### config.mk
export PLATFORM = sky130hd
export DESIGN_NAME = irq_ctrl
export DESIGN_NICKNAME = d
export VERILOG_FILES = /design/src/rtl/irqc_pkg.sv /design/src/rtl/irqc_regbank.sv /design/src/rtl/irqc_qualify.sv /design/src/rtl/irqc_readmux.sv /design/src/rtl/irq_ctrl.sv
export SDC_FILE = /design/constraint.sdc
export NUM_CORES = 1
export LEC_CHECK = 0
export CORE_UTILIZATION = 50
export CTS_CLUSTER_DIAMETER = 40
export DETAILED_ROUTE_END_ITERATION = 16
export PLACE_DENSITY = 0.68
export SYNTH_ARGS = -nofsm -noshare
export SYNTH_HDL_FRONTEND = slang
export SYNTH_SLANG_ARGS = --single-unit
export TNS_END_PERCENT = 1
### constraint.sdc
create_clock -name clk -period 2.7 [get_ports clk]
set_input_delay 0.54 -clock clk [delete_from_list [all_inputs] [get_ports clk]]
set_output_delay 0.54 -clock clk [all_outputs]
set_load 0.03 [all_outputs]
### src/rtl/irqc_pkg.sv
package irqc_pkg;

    // Address layout: {register id, operation}
    localparam int ID_W   = 3;
    localparam int OP_W   = 2;
    localparam int ADDR_W = ID_W + OP_W;

    // Control register ids
    localparam logic [ID_W-1:0] RID_TRIG0  = 3'd0;
    localparam logic [ID_W-1:0] RID_TRIG1  = 3'd1;
    localparam logic [ID_W-1:0] RID_TRIG2  = 3'd2;
    localparam logic [ID_W-1:0] RID_ROUTE  = 3'd3;
    localparam logic [ID_W-1:0] RID_SRCSEL = 3'd4;
    localparam logic [ID_W-1:0] RID_MASK   = 3'd5;
    localparam logic [ID_W-1:0] RID_WAKE   = 3'd6;
    localparam logic [ID_W-1:0] RID_STAT   = 3'd7;

    localparam int NUM_CTRL = 7;

    // Operations
    localparam logic [OP_W-1:0] OP_VIEW = 2'd0;
    localparam logic [OP_W-1:0] OP_SET  = 2'd1;
    localparam logic [OP_W-1:0] OP_CLR  = 2'd2;
    localparam logic [OP_W-1:0] OP_RSVD = 2'd3;

    // Live trigger codes {bit2, bit1, bit0}
    localparam logic [2:0] TRIG_LVL_HI = 3'b101;
    localparam logic [2:0] TRIG_LVL_LO = 3'b110;

endpackage

### src/rtl/irqc_regbank.sv
module irqc_regbank
    import irqc_pkg::*;
#(
    parameter int N_SRC = 32
) (
    input  logic                              clk,
    input  logic                              rst_n,
    input  logic                              wr_en,
    input  logic [ID_W-1:0]                   wr_id,
    input  logic [OP_W-1:0]                   wr_op,
    input  logic [N_SRC-1:0]                  wr_mask,
    output logic [NUM_CTRL-1:0][N_SRC-1:0]    ctrl_q
);

    typedef struct packed {
        logic [NUM_CTRL-1:0][N_SRC-1:0] regs;
    } bank_t;

    bank_t bank_d, bank_q;

    always_comb begin
        bank_d = bank_q;
        if (wr_en) begin
            for (int r = 0; r < NUM_CTRL; r++) begin
                if (wr_id == ID_W'(r)) begin
                    if (wr_op == OP_SET) begin
                        bank_d.regs[r] = bank_q.regs[r] | wr_mask;
                    end else if (wr_op == OP_CLR) begin
                        bank_d.regs[r] = bank_q.regs[r] & ~wr_mask;
                    end
                end
            end
        end
    end

    always_ff @(posedge clk or negedge rst_n) begin
        if (!rst_n) begin
            bank_q <= '0;
        end else begin
            bank_q <= bank_d;
        end
    end

    assign ctrl_q = bank_q.regs;

endmodule

### src/rtl/irqc_qualify.sv
module irqc_qualify
    import irqc_pkg::*;
#(
    parameter int N_SRC = 32
) (
    input  logic             clk,
    input  logic             rst_n,
    input  logic [N_SRC-1:0] src_raw,
    input  logic [N_SRC-1:0] trig0,
    input  logic [N_SRC-1:0] trig1,
    input  logic [N_SRC-1:0] trig2,
    input  logic [N_SRC-1:0] route,
    input  logic [N_SRC-1:0] srcsel,
    input  logic [N_SRC-1:0] mask,
    input  logic [N_SRC-1:0] wake_en,
    output logic [N_SRC-1:0] stat0,
    output logic [N_SRC-1:0] stat1,
    output logic [N_SRC-1:0] wake_hits
);

    typedef struct packed {
        logic [N_SRC-1:0] smp;
    } samp_t;

    samp_t samp_d, samp_q;
    logic [N_SRC-1:0] live;
    logic [N_SRC-1:0] qual;
    logic [N_SRC-1:0] pend;

    always_comb begin
        samp_d     = samp_q;
        samp_d.smp = src_raw;
    end

    always_ff @(posedge clk or negedge rst_n) begin
        if (!rst_n) begin
            samp_q <= '0;
        end else begin
            samp_q <= samp_d;
        end
    end

    // Per-source trigger decode
    for (genvar i = 0; i < N_SRC; i++) begin : g_src
        logic [2:0] code;
        assign code = {trig2[i], trig1[i], trig0[i]};
        always_comb begin
            if (code == TRIG_LVL_HI) begin
                live[i] = samp_q.smp[i];
            end else if (code == TRIG_LVL_LO) begin
                live[i] = ~samp_q.smp[i];
            end else begin
                live[i] = 1'b0;
            end
        end
    end

    assign qual      = live & srcsel;
    assign pend      = qual & mask;
    assign stat0     = pend & route;
    assign stat1     = pend & ~route;
    assign wake_hits = qual & wake_en;

endmodule

### src/rtl/irqc_readmux.sv
module irqc_readmux
    import irqc_pkg::*;
#(
    parameter int N_SRC = 32
) (
    input  logic [ID_W-1:0]                rd_id,
    input  logic [OP_W-1:0]                rd_op,
    input  logic [NUM_CTRL-1:0][N_SRC-1:0] ctrl_q,
    input  logic [N_SRC-1:0]               stat0,
    input  logic [N_SRC-1:0]               stat1,
    output logic [N_SRC-1:0]               rdata
);

    always_comb begin
        rdata = '0;
        if (rd_id == RID_STAT) begin
            if (rd_op == OP_VIEW) begin
                rdata = stat0;
            end else if (rd_op == OP_SET) begin
                rdata = stat1;
            end
        end else begin
            for (int r = 0; r < NUM_CTRL; r++) begin
                if (rd_id == ID_W'(r)) begin
                    rdata = ctrl_q[r];
                end
            end
        end
    end

endmodule

### src/rtl/irq_ctrl.sv
module irq_ctrl
    import irqc_pkg::*;
#(
    parameter int N_SRC = 32
) (
    input  logic              clk,
    input  logic              rst_n,
    input  logic [N_SRC-1:0]  irq_src,
    input  logic              bus_en,
    input  logic              bus_we,
    input  logic [ADDR_W-1:0] bus_addr,
    input  logic [N_SRC-1:0]  bus_wdata,
    output logic [N_SRC-1:0]  bus_rdata,
    output logic              irq_req0,
    output logic              irq_req1,
    output logic              wake_out
);

    logic [ID_W-1:0]                acc_id;
    logic [OP_W-1:0]                acc_op;
    logic [NUM_CTRL-1:0][N_SRC-1:0] ctrl_q;
    logic [N_SRC-1:0]               stat0;
    logic [N_SRC-1:0]               stat1;
    logic [N_SRC-1:0]               wake_hits;

    assign acc_id = bus_addr[ADDR_W-1:OP_W];
    assign acc_op = bus_addr[OP_W-1:0];

    irqc_regbank #(.N_SRC(N_SRC)) u_bank (
        .clk     (clk),
        .rst_n   (rst_n),
        .wr_en   (bus_en & bus_we),
        .wr_id   (acc_id),
        .wr_op   (acc_op),
        .wr_mask (bus_wdata),
        .ctrl_q  (ctrl_q)
    );

    irqc_qualify #(.N_SRC(N_SRC)) u_qual (
        .clk       (clk),
        .rst_n     (rst_n),
        .src_raw   (irq_src),
        .trig0     (ctrl_q[RID_TRIG0]),
        .trig1     (ctrl_q[RID_TRIG1]),
        .trig2     (ctrl_q[RID_TRIG2]),
        .route     (ctrl_q[RID_ROUTE]),
        .srcsel    (ctrl_q[RID_SRCSEL]),
        .mask      (ctrl_q[RID_MASK]),
        .wake_en   (ctrl_q[RID_WAKE]),
        .stat0     (stat0),
        .stat1     (stat1),
        .wake_hits (wake_hits)
    );

    irqc_readmux #(.N_SRC(N_SRC)) u_rmux (
        .rd_id  (acc_id),
        .rd_op  (acc_op),
        .ctrl_q (ctrl_q),
        .stat0  (stat0),
        .stat1  (stat1),
        .rdata  (bus_rdata)
    );

    assign irq_req0 = |stat0;
    assign irq_req1 = |stat1;
    assign wake_out = |wake_hits;

endmodule

* Yosys cells after proc, flatten, opt, wreduce, memory -nomap -nowiden
Index checks and enable logic that the tools add are counted.
** Storage, ports and cells
- Bits in writable memories :: 0
- Flip-flop bits (word level) :: 256
- Output and inout bits :: 35
- Memory bits (read-only) :: 0
- Input port bits :: 73
- Memories :: 0
- Bits in latches :: 0
** Operators by class
- Multiplexer cells :: 88
- $add $sub $neg :: 0
- Divide/modulo/power cells :: 0
- Multipliers :: 0
- Equality and inequality tests :: 73
- Order comparisons :: 0
- Bitwise operators :: 54
- Reductions and logical operators :: 13
- Shift operators :: 0
** Operators by type and width (count)
- 32-bit two-way mux :: 24
- 32-bit bitwise AND :: 12
- 32-bit OR :: 7
- 3-bit == test, second input constant :: 68
- 32-bit OR reduction :: 3
- 1-bit two-way mux :: 64
- 32-bit NOT :: 2
- 1-bit NOT :: 32
- 3-bit AND reduction :: 7
- 3-bit by 2-bit == test with 1-bit output, second input constant :: 2
- 3-bit by 1-bit == test with 1-bit output, second input constant :: 1
- 3-bit logical NOT :: 1
- 2-bit by 1-bit == test with 1-bit output, second input constant :: 1
- 2-bit == test, second input constant :: 1
- 2-bit logical NOT :: 1
- 2-bit nonzero test :: 1
- 1-bit bitwise AND :: 1

* Depth between registers and ports, before layout
Gate-level depths: netlist of run 1.
- Word-level depth :: 9
- Gate-level depth with buffers :: 9
- Gate-level depth less buffers :: 7

* Cells and area by module
From an unflattened synthesis of run 1, not the netlist that was laid out.
** Unflattened totals
- Cell total of the unflattened synthesis :: 1396
- Area, all modules :: 15243.4 µm²
** By module, submodules not included
- irqc_regbank :: instances 1, cells an instance 754, area each 9964.6 µm²
- irqc_readmux :: instances 1, cells an instance 320, area each 2605.0 µm²
- irqc_qualify :: instances 1, cells an instance 288, area each 2442.3 µm²
- irq_ctrl :: instances 1, cells an instance 34, area each 231.5 µm²

* Least setup slack after synthesis of run 1
Ideal clock, no wire load.
- Path kind :: input to output
- Start :: in bus_addr[1]
- End :: out bus_rdata[15]
- Arrival :: 2244 ps
- Slack :: -84 ps
- Stages :: 8
- Cells stage by stage :: inv_1 > ha_1 > clkbuf_1 > nand2b_1 > clkbuf_1 > o21ai_0 > a21oi_1 > a211oi_1
** Between the ends
- Longest elaborated chain between the ends :: 4
** Ends and longest elaborated chain
- start, declared :: line irq_ctrl.sv:11 : input logic [ADDR_W-1:0] bus_addr,
- 2-bit by 1-bit == test with 1-bit output :: line irqc_readmux.sv:19 : end else if (rd_op == OP_SET) begin
- 32-bit two-way mux :: line irqc_readmux.sv:19
- 32-bit two-way mux (*) :: line irqc_readmux.sv:17 : if (rd_op == OP_VIEW) begin
- 32-bit two-way mux (*) :: line irqc_readmux.sv:16 : if (rd_id == RID_STAT) begin
- end, declared :: line irq_ctrl.sv:13 : output logic [N_SRC-1:0] bus_rdata,
Every way passes the cells marked *; elsewhere a longest branch is shown, timed or not.

==> flow_metrics.tcl, run 1 <==
set metrics [dict create \
    max_freq_ghz 0.307 \
    finalPower_mw 11.9 \
    worstMarginPinSlew_ps 1120 \
    drt_first_iter_violations 1131 \
    grt_max_degree 120 \
    p_per_area_mw_per_mm2 628 \
    antenna_found_initial 0 \
    min_path_type "input pin to async pin" \
    die_x_microns 173 \
    ios 108 \
    clk_path_buf_depth 3 \
    finalHoldViolations 2 \
    nNetsFinal 1679 \
    worst-path-max-fanout 4 \
    worstPathRequired_ps 2160 \
    core_area_sq_mm 0.0287 \
    vias 12610 \
    grt_use_total 0.312 \
    grt_overflow_total 0 \
    p_leak_nw 7.81 \
    insertion_delay_ps 530 \
    fin_ws_ps -560 \
    cts_max_level 2 \
    start_kind "flip-flop" \
    fin_setup_tns_ps -2420 \
    synth-seq-cells 256 \
    grt_pass1_wl_microns 72900 \
    cts_hold_buf 0 \
    period_share 1.21 \
    post-dp-hpwl_microns 29900 \
    die_y_microns 173 \
    drtPass1Iterations 11 \
    synthXorXnorAreaFrac 0 \
    synth-simple-area-share 0.165 \
    syn-cell-area_sq_mm 0.0146 \
    synth_cells 1443 \
    max_slew_margin 0.251 \
    portBuffers 107 \
    end_kind "primary output" \
    cts_tree "built" \
    synth-seq-area-share 0.440 \
    period_needed_ps 3260 \
    path_clk_slew_ps 50 \
    worstPathArrival_ps 2720 \
    synth_edf_count 0 \
    hold-worst-slack_ps -16.4 \
    pre_cts_ws_ps -453 \
    rsz0062_at_grt "true" \
    setup_violations 12 \
    synthAdderAreaFrac 0.00172 \
    synth_async_sr_flop_share 1.00 \
    rows 62 \
    slew_violations 0 \
    yosys_warnings 0 \
    fin_skew_ps 0 \
    routedWlPerCell_microns 22.8 \
    ys_types 50 \
    synth.area.mux_share 0.227 \
    peakVddDrop_uv 424 \
    ant_nets 0 \
    critPathKind "flip-flop to primary output" \
    cts_buffers 44 \
    synth_flop_cell "dfrtp_1" \
    synth_top_family_by_area "multiplexers" \
    dieArea_sq_mm 0.0298 \
    root_buffer "clkbuf_16" \
    drc 1 \
    diodes 0 \
    r2r_setup_slack_ps 1760 \
    route.detailed.vias_per_inst 6.23 \
    status "complete, but fails checks" \
    cts.sinks 256 \
    grt_pass1_vias 12743 \
    avgSynthCellArea_sq_um 10.1 \
    gp_congestion 0.924 \
    synth_compound_area_frac 0.133 \
    synth_nets 1518 \
    syn_to_final_growth_pct 30.7 \
    wirelength_microns 46100 \
    drv_cap 0 \
    violations "DRC, hold timing, setup timing" \
    start_util 0.507 \
    drive_gt1_frac 0.337 \
]
[report_power, final]
part | switching [mW] | internal, mW
Clock | 2.10 | 3.75
Combinational | 0.782 | 0.809
Sequential | 0.345 | 4.17
Total | 3.22 | 8.72
[metal layers]
metal	global-route usage	part of all wire
met1	0.416	0.41
met5	0	0
met4	0.124	0.035
met2	0.497	0.48
met3	0.0679	0.079
[cell usage in the layout (no fill, tap or decap), drive strengths merged, types with 2 or more instances in the layout]
master	Yosys	routed
a2111oi	9	9
a211oi	17	17
a21boi	25	25
a21oi	133	133
a22oi	6	6
a32oi	7	7
a41oi	5	5
buf	43	136
bufinv	0	5
clkbuf	46	53
clkdlybuf4s50	0	66
clkinv	0	12
clkinvlp	0	6
dfrtp	256	256
ha	2	2
inv	18	24
mux2	229	229
mux4	32	32
nand2	294	294
nand2b	9	9
nand3	72	72
nand3b	32	32
nand4	17	17
nor2	19	19
nor2b	15	15
nor3	4	4
nor4	3	3
o2111ai	5	5
o211ai	10	10
o21a	9	9
o21ai	61	61
o21bai	15	15
o22ai	6	6
o32ai	5	5
or3b	31	31
or4	3	3
[cell type report]
class                   instances  area [sq um]
multi-input cells            1080          8180
repair buffers                204          2340
flip-flops and latches        256          6410
clock inverters                29           352
well taps                     384           480
fillers                      2198          9670
clock buffers                  53          1220
inverters                      18          67.6
[worst paths after layout]
kind                                   from                     endpoint  depth (start not counted)
worst max-delay path              flip-flop                     irq_req1                          7
worst min-delay path                  rst_n                    async pin                          1
worst max register to register    flip-flop                    flip-flop                          2
worst min register to register    flip-flop                    flip-flop                          1
max in group asynchronous             rst_n                    async pin                          2
min in group clk                irq_src[12]  u_qual.samp_q[12]$_DFF_PN0_                          1
[kinds of logic (layout without fill, tap and decap cells)]
| family | Yosys count | after routing |
|---|---|---|
| AND/OR/NAND/NOR | 502 | 502 |
| flip-flops | 256 | 256 |
| multiplexers | 261 | 261 |
| AO/OA/AOI/OAI | 315 | 315 |
| buffers and inverters | 107 | 304 |
| adder cells (fa/ha/maj) | 2 | 2 |
[repair_timing]
| item | in CTS | in global routing |
|---|---|---|
| gates resized for setup | 84 | 33 |
| setup endpoints to repair | 35 | 28 |
| buffers inserted | 2 | 3 |
| pin swaps | 9 | 9 |
[per-stage QoR]
stage	util	instances	cell area (sq um)
finish	0.663	2024	19000
global route	0.663	2024	19000
global placement	0.590	1938	16900
detailed placement	0.590	1938	16900
floorplan	-	1443	14600
CTS	0.657	2022	18900
[Yosys cell counts, drive strengths merged, types with 6 or more instances]
cell type	instances	area [sq um]
o21bai	15	113
o211ai	10	75.1
nand2	294	1100
nor2	19	81.3
or3b	31	272
buf	43	239
nand2b	9	56.3
o21ai	61	305
a22oi	6	45.0
inv	18	67.6
mux4	32	724
a2111oi	9	91.3
dfrtp	256	6410
nand3	72	360
a211oi	17	133
o22ai	6	37.5
a21oi	133	673
nor2b	15	93.8
nand3b	32	240
a21boi	25	188
mux2	229	2580
nand4	17	106
o21a	9	67.6
clkbuf	46	173
a32oi	7	61.3
[critical path, cell delays in order (launching register included)]
cell	delay (ps)
dfrtp_1	400
or3b_4	270
a211oi_4	70
a2111oi_4	410
buf_4	180
o2111ai_2	110
or4_4	570
buf_6	160
Note: power is estimated with default switching activity, not from simulation.
==> inputs of run 2 (changes only) <==
- ABC_CLOCK_PERIOD_IN_PS: not set -> 2700
- SKIP_CTS_REPAIR_TIMING: not set -> 1
==> run 2 against run 1 <==
Effect of this change:
- highest routed layer unchanged
- setup slack lost 44 ps
- routed wire length shrank 0.17%
- sequential power is essentially flat
- count of clock-buffer cells in the layout is the same
- critical path depth is the same
- largest power group unchanged
- the run still ends with DRC, hold timing, setup timing left
==> flow_metrics.tcl, run 2 (synthesized netlist as in run 1, its figures left out) <==
set metrics [dict create \
    drtPass1Iterations 13 \
    grt_use_total 0.309 \
    drive_gt1_frac 0.327 \
    path_clk_slew_ps 50 \
    period_needed_ps 3300 \
    fin_area_sq_mm 0.0189 \
    min_path_type "input pin to async pin" \
    utilization 0.657 \
    clk_path_buf_depth 3 \
    portBuffers 107 \
    violations "DRC, hold timing, setup timing" \
    die_y_microns 173 \
    cts.sinks 256 \
    start_util 0.507 \
    start_kind "flip-flop" \
    ios 108 \
    die_x_microns 173 \
    routedWlPerCell_microns 22.8 \
    max_freq_ghz 0.303 \
    hold-worst-slack_ps -3.26 \
    post_dp_cell_area_sq_mm 0.0169 \
    slew_violations 0 \
    setup_violations 22 \
    vias 12596 \
    antenna_found_initial 0 \
    root_buffer "clkbuf_16" \
    rsz0062_at_grt "true" \
    status "complete, but fails checks" \
    place_inst 1938 \
    fin_ws_ps -604 \
    grt_pass1_wl_microns 72300 \
    grt_overflow_total 0 \
    post-dp-hpwl_microns 29900 \
    drt_first_iter_violations 1093 \
    fin_skew_ps 0 \
    worstPathRequired_ps 2160 \
    rows 62 \
    critPathKind "flip-flop to primary output" \
    max_slew_margin 0.242 \
    finalPower_mw 11.9 \
    syn_to_final_growth_pct 29.5 \
    period_share 1.22 \
    p_leak_nw 7.79 \
    dieArea_sq_mm 0.0298 \
    drv_cap 0 \
    core_area_sq_mm 0.0287 \
    gp_congestion 0.924 \
    route.detailed.vias_per_inst 6.24 \
    worstMarginPinSlew_ps 1140 \
    n_fill_cell 2237 \
    peakVddDrop_uv 436 \
    wirelength_microns 46000 \
    cts_max_level 2 \
    nNetsFinal 1674 \
    drc 1 \
    p_per_area_mw_per_mm2 633 \
    r2r_setup_slack_ps 1760 \
    cts_buffers 44 \
    ant_nets 0 \
    cts_tree "built" \
    grt_max_degree 120 \
    diodes 0 \
    end_kind "primary output" \
    finalHoldViolations 1 \
    layout_commonest_cell "nand2_1" \
    insertion_delay_ps 540 \
    finish.cell_count_without_fillers 2019 \
    layout_common_cells "nand2_1, dfrtp_1, mux2_2" \
    worst-path-max-fanout 4 \
    grt_pass1_vias 12584 \
    worstPathArrival_ps 2760 \
    reg2regPathDepth 2 \
]
## run 2: cell count changes in the layout (fill, tap and decap cells not counted), moves of 4 or more
| cell | delta |
|---|---|
| a21oi_1 | +6 |
| o21ai_0 | -4 |
| o21ai_1 | +5 |
| a21oi_2 | +5 |
| a21oi_4 | -11 |
## run 2: layout make-up
type,instances,area (sq um),share of cell area
inverter,18,67.6,0.00358
clock buffer,53,1220,0.0646
multi-input combinational,1080,8040,0.426
tap,384,480,0.0255
timing repair buffer,199,2290,0.122
sequential,256,6410,0.340
clock inverter,29,352,0.0186
## run 2: metal layers
| layer | vias up | track usage | wire length, microns |
|---|---|---|---|
| li1 | 5582 | - | - |
| met1 | 6361 | 0.418 | 18600 |
| met2 | 561 | 0.499 | 22300 |
| met3 | 92 | 0.0574 | 3800 |
| met4 | 0 | 0.111 | 1300 |
| met5 | - | 0 | 0 |
## run 2: worst max path at each step
stage               slack [ps]  cells after the start       endpoint   startpoint
detailed placement        -450                      8       irq_req1    flip-flop
CTS                      -1020                      8       irq_req1    flip-flop
floorplan                  -80                      8  bus_rdata[25]  bus_addr[1]
global route              -680                      7       irq_req1    flip-flop
finish                    -600                      7       irq_req1    flip-flop
global placement          -470                      8       irq_req1    flip-flop
## run 2: worst max-delay path: stages (launching register included)
cell       delay [ps]
dfrtp_1           380
nand3b_1          250
a211oi_4          150
a2111oi_4         390
buf_4             180
o2111ai_2         110
or4_4             600
buf_6             170
## run 2: per-stage QoR
step	TNS [ps]	worst slack, ps
2_1_floorplan	-420	-84.4
3_3_place_gp	-22820	-473
3_5_place_dp	-24410	-453
4_1_cts	-11700	-1020
5_1_grt	-5840	-677
6_report	-4070	-604
## run 2: where the power goes
part	internal [mW]	switching [mW]
clock	3.75	2.10
combinational	0.800	0.772
sequential	4.17	0.344
total	8.71	3.22
